==> src/rtl/par_xcvr_pkg.sv <==
package par_xcvr_pkg;

    localparam int DATA_W = 8;

    typedef struct packed {
        logic [DATA_W-1:0] dat;
        logic              par;
        logic              err_n;
    } lane_st_t;

endpackage

==> src/rtl/par_xcvr_pgen.sv <==
module par_xcvr_pgen #(
    parameter int W = 8
) (
    input  logic [W-1:0] data,
    input  logic         odd_sel,
    output logic         par
);
    logic [W:0] chain;

    assign chain[0] = odd_sel;

    for (genvar i = 0; i < W; i++) begin : g_xor
        assign chain[i+1] = chain[i] ^ data[i];
    end

    assign par = chain[W];
endmodule

==> src/rtl/par_xcvr_lane.sv <==
module par_xcvr_lane
    import par_xcvr_pkg::*;
(
    input  logic              clk,
    input  logic              rst_n,
    input  logic              le,
    input  logic              en,
    input  logic              pass_sel,
    input  logic              odd_sel,
    input  logic [DATA_W-1:0] din,
    input  logic              pin,
    output logic [DATA_W-1:0] dat_use,
    output logic              par_out,
    output logic              err_n
);
    lane_st_t          st_d, st_q;
    logic [DATA_W-1:0] dat_sel;
    logic              par_sel;
    logic              gen_par;
    logic              err_now;

    // Transparent path when the latch is open, held copy otherwise.
    assign dat_sel = le ? din : st_q.dat;
    assign par_sel = le ? pin : st_q.par;

    par_xcvr_pgen #(.W(DATA_W)) u_pgen (
        .data    (dat_sel),
        .odd_sel (odd_sel),
        .par     (gen_par)
    );

    assign err_now = (par_sel == gen_par);

    always_comb begin
        st_d = st_q;
        if (le) begin
            st_d.dat = din;
            st_d.par = pin;
        end
        if (en) begin
            st_d.err_n = err_now;
        end
    end

    always_ff @(posedge clk or negedge rst_n) begin
        if (!rst_n) begin
            st_q <= '{dat: '0, par: 1'b0, err_n: 1'b1};
        end else begin
            st_q <= st_d;
        end
    end

    assign dat_use = dat_sel;
    assign par_out = pass_sel ? par_sel : gen_par;
    assign err_n   = en ? err_now : st_q.err_n;
endmodule

==> src/rtl/par_xcvr.sv <==
module par_xcvr
    import par_xcvr_pkg::*;
(
    input  logic              clk,
    input  logic              rst_n,
    input  logic [DATA_W-1:0] a_din,
    input  logic              a_pin,
    output logic [DATA_W-1:0] a_dout,
    output logic              a_pout,
    output logic              a_oe,
    input  logic [DATA_W-1:0] b_din,
    input  logic              b_pin,
    output logic [DATA_W-1:0] b_dat_lo,
    output logic              b_par_lo,
    input  logic              oe_ab_n,
    input  logic              oe_ba_n,
    input  logic              le_ab,
    input  logic              le_ba,
    input  logic              pass_sel,
    input  logic              odd_sel,
    output logic              err_a_n,
    output logic              err_b_n
);
    logic [DATA_W-1:0] ab_dat;
    logic              ab_par;
    logic [DATA_W-1:0] ba_dat;
    logic              ba_par;

    par_xcvr_lane u_ab (
        .clk      (clk),
        .rst_n    (rst_n),
        .le       (le_ab),
        .en       (~oe_ab_n),
        .pass_sel (pass_sel),
        .odd_sel  (odd_sel),
        .din      (a_din),
        .pin      (a_pin),
        .dat_use  (ab_dat),
        .par_out  (ab_par),
        .err_n    (err_a_n)
    );

    par_xcvr_lane u_ba (
        .clk      (clk),
        .rst_n    (rst_n),
        .le       (le_ba),
        .en       (~oe_ba_n),
        .pass_sel (pass_sel),
        .odd_sel  (odd_sel),
        .din      (b_din),
        .pin      (b_pin),
        .dat_use  (ba_dat),
        .par_out  (ba_par),
        .err_n    (err_b_n)
    );

    // Open-drain B side: pull low only for a 0 while enabled.
    assign b_dat_lo = {DATA_W{~oe_ab_n}} & ~ab_dat;
    assign b_par_lo = ~oe_ab_n & ~ab_par;

    assign a_oe   = ~oe_ba_n;
    assign a_dout = ba_dat;
    assign a_pout = ba_par;
endmodule

==> config.mk <==
export PLATFORM = sky130hd
export DESIGN_NAME = par_xcvr
export DESIGN_NICKNAME = d
export VERILOG_FILES = /design/src/rtl/par_xcvr_pkg.sv /design/src/rtl/par_xcvr_pgen.sv /design/src/rtl/par_xcvr_lane.sv /design/src/rtl/par_xcvr.sv
export SDC_FILE = /design/constraint.sdc
export NUM_CORES = 1
export LEC_CHECK = 0
export CAP_MARGIN = 20
export CELL_PAD_IN_SITES_DETAIL_PLACEMENT = 1
export CELL_PAD_IN_SITES_GLOBAL_PLACEMENT = 1
export CORE_MARGIN = 4
export CORE_UTILIZATION = 31
export CTS_CLUSTER_SIZE = 10
export DETAILED_ROUTE_END_ITERATION = 10
export GPL_TIMING_DRIVEN = 0
export PLACE_DENSITY_LB_ADDON = 0.1
export SETUP_SLACK_MARGIN = 0.3
export SLEW_MARGIN = 20
export SYNTH_ARGS = -nofsm -noshare
export SYNTH_HDL_FRONTEND = slang
export SYNTH_SLANG_ARGS = --single-unit
==> constraint.sdc <==
create_clock -name clk -period 2.1 [get_ports clk]
set_clock_uncertainty 0.2 [all_clocks]
set_input_delay 0.21 -clock clk [delete_from_list [all_inputs] [get_ports clk]]
set_output_delay 0.21 -clock clk [all_outputs]
set_load 0.03 [all_outputs]
==> results.md <==
- Worst EP required: 1.69 ns
- Die H: 73.0 um
- Area Growth Syn to Fin: 55.8%
- DP Cell Count: 207
- Most Crowded Layer GR: met2
- Nets: between 200 and 250
- Net count after synthesis: 139
- Placed cell area: 1850 um^2
- Yosys warns: 0
- CP Launch Type: flop
- Reg clk slew, reported paths: 0.07 ns
- Slowest stage delay, CP: approximately 0.50 ns
- Max FO, Critical Path: 3
- FMAX: around 400 MHz
- Pin count of the biggest net entering global routing: 21
- WP data arrival: 2.12 ns
- Vias in the first global route: between 1000 and 1500
- Initial antenna violation count: 0
- Share of cells above drive strength 1: ~38%
- Post-synthesis sequential area ratio: between 30% and 40%
- TritonCTS buffer count: 3
- Fin Setup TNS: -1.45 ns
- Cell Rows: 23
- DRC Markers: 0
- Status: finished, violations left
- Antenna diodes: 0
- Failing checks: negative setup slack
- Placer Congestion: about 0.76
- Largest family of logic cells by synthesized area: multiplexers
- Initial Util: 32.3%
- Critical Path, Cell by Cell: mux2_4, or2_4, or4_4, a41o_1, nand4_1, buf_6
- Met1 Use GR: between 10% and 20%
- WS Path Type: flop to primary output
- Clk root buf: clkbuf_8
- Fillers: 453
- DP HPWL: 2.53 mm
- Via/cell ratio: between 4 and 5
- Adder-Cell Fraction of Synth Area: 0%
- Final cell count without fillers: 225
- Tightest Hold Check Type: primary input to flop
- Input/output buffers: 44
- Seq cells post-synth: 20
- Synthesized area per cell: approximately 12 um^2
- Setup crit end kind: primary output
- RSZ-0062 raised after global routing: yes
- Antenna-violating nets left: 0
- Die span in x: 73.0 um
- MaxCap Viol Count: 0
- Slowest-stage cell, CP: or4_4
- Grt ovf: 0
- Tcrit/Tclk final: 120%
- Core area: 4060 um^2
- Clock Path Buffers: 2
- Critical path's top delay family: simple AND/OR/NAND/NOR gates
- Count of cell types in the netlist: 28
- Post-Route WL: roughly 3.3 mm
- Synth Area in Compound Gates: under 10%
- Vias: 1084
- Routing usage on met3: under 10%
- Simple-Gate Fraction of Synth Area: under 10%
- Minimum clock period: approximately 2.5 ns
- First-pass DRT Iterations: 4
- Die ar.: 5330 um^2
- CTS tree: done
- Final slew viol count: 0
- DRT iter0 DRCs: 16
- CTS H-tree lvls: 1
- WL/cell: roughly 15 um
- Final Hold Viols: 0
- Later-pin clock latency in the skew report: 0.26 ns
- M2 GR Usage: between 20 and 25%
- Worst path buffer plus inverter count: 1
- Hold slack: approximately 0.059 ns
- IO Count: between 40 and 50
- VDD IR max: 0.000490 V
- Post-Syn Area: 1310 um^2
- Total track usage: about an eighth
- Relative slew slack: around 37%
- Xor and xnor fraction of the mapped netlist area: about a fifth
- Leakage: around 1 nW
- Final Cell Area: around 2000 um^2
- Sink Count: 20
- Setup ws final: -0.425 ns
- First-pass GRT wire length: around 5.3 mm
- Worst-margin pin slew: 0.935 ns
- Cell Pwr Density: roughly 770 nW/um^2
- Post-synthesis mux area share: between 20% and 30%
- Mapped Cells: between 100 and 150
- Final Setup Violations: 5
- Total power: around 1.6 mW
-- synth_stat cells --
master     instances  area (um^2)
a211o_1            2         17.5
a21oi_1            2         10.0
a41o_1             1         10.0
buf_2              2         10.0
buf_4              1         7.51
buf_6              1         11.3
clkbuf_1           1         3.75
dfrtp_1           18          450
dfstp_2            2         52.6
inv_1              1         3.75
mux2_2            21          236
mux2_4             1         15.0
mux2i_1            8         80.1
nand2_1            4         15.0
nand2b_1           1         6.26
nand4_1            1         6.26
nor2_1            14         52.6
nor2b_1            1         6.26
o2111ai_1          1         8.76
o211ai_1           1         7.51
o21a_1             1         7.51
o21ai_0            1         5.00
or2_4              1         8.76
or2b_1             1         7.51
or4_1              2         15.0
xnor2_1           10         87.6
xnor3_1            4         90.1
xor2_1             9         78.8
-- layer usage --
layer	up-vias	part of all wire (%)
met3	6	5.8
met5	-	0
met2	32	50
met4	0	1.6
li1	518	-
met1	528	43
-- cell type report --
cell class	count	area (um^2)	area share, %
multi-input combinational	87	845	41.3
tap	50	62.6	3.06
sequential	20	503	24.6
inverter	1	3.75	0.184
clock buffer	4	55.1	2.69
buffer	5	40.0	1.96
timing repair buffer	58	534	26.1
-- power by group --
group / switching (mW) / internal, mW / total (mW) / leakage [nW]
Clock: 0.128 / 0.167 / 0.295 / 0.0288
Combinational: 0.364 / 0.424 / 0.788 / 0.754
Sequential: 0.0283 / 0.452 / 0.480 / 0.231
-- sequential cells by signal (all words and copies together), names as in the netlist --
signal     cells
u_ab.st_q     10
u_ba.st_q     10
-- timing repair --
action,CTS,global route
hold buffers,0,0
setup buffers,7,7
endpoints found under the setup margin,23,22
pin swaps,5,6
resized for setup,46,28
endpoints found under the hold margin,0,0
-- layout by cell type (no fill, tap or decap), types with 2 or more instances in the layout --
| master | n |
|---|---|
| dlymetal6s2s_1 | 8 |
| mux2_4 | 5 |
| xor2_1 | 9 |
| clkbuf_8 | 4 |
| xnor2_2 | 3 |
| xnor3_1 | 4 |
| a211o_1 | 2 |
| dfrtp_1 | 18 |
| dfstp_2 | 2 |
| nand2_1 | 3 |
| xnor2_1 | 7 |
| mux2i_1 | 6 |
| buf_2 | 2 |
| mux2_2 | 17 |
| buf_6 | 5 |
| buf_4 | 14 |
| clkbuf_2 | 5 |
| clkdlybuf4s50_1 | 15 |
| a21oi_1 | 2 |
| dlygate4sd2_1 | 12 |
| nor2_1 | 14 |
-- stage by stage --
step                      util [%]  setup slack, ns
after CTS                     48.4           -0.472
after detailed placement      45.5            -1.01
after global placement        45.5           -0.988
after floorplan                  -           -0.135
after global routing          50.4           -0.522
final                         50.4           -0.425
-- cells by family after synthesis --
logic type,after synthesis
mux,30
buf+inv,6
compound gates,9
xor+xnor,23
flops,20
simple gates,25
-- final timing paths --
path / from / to / slack, ns / cells past startpoint
max in group asynchronous: rst_n / u_ba.st_q[4] / 0.86 / 1
min in group asynchronous: rst_n / u_ab.st_q[5] / 0.27 / 1
min: b_din[2] / u_ba.st_q[4] / 0.06 / 2
min reg2reg: u_ba.st_q[1] / u_ba.st_q[1] / 0.32 / 1
max reg2reg: u_ab.st_q[1] / u_ab.st_q[0] / -0.06 / 7
max: u_ab.st_q[1] / err_a_n / -0.43 / 6
Power figures use the tool's default switching activity.
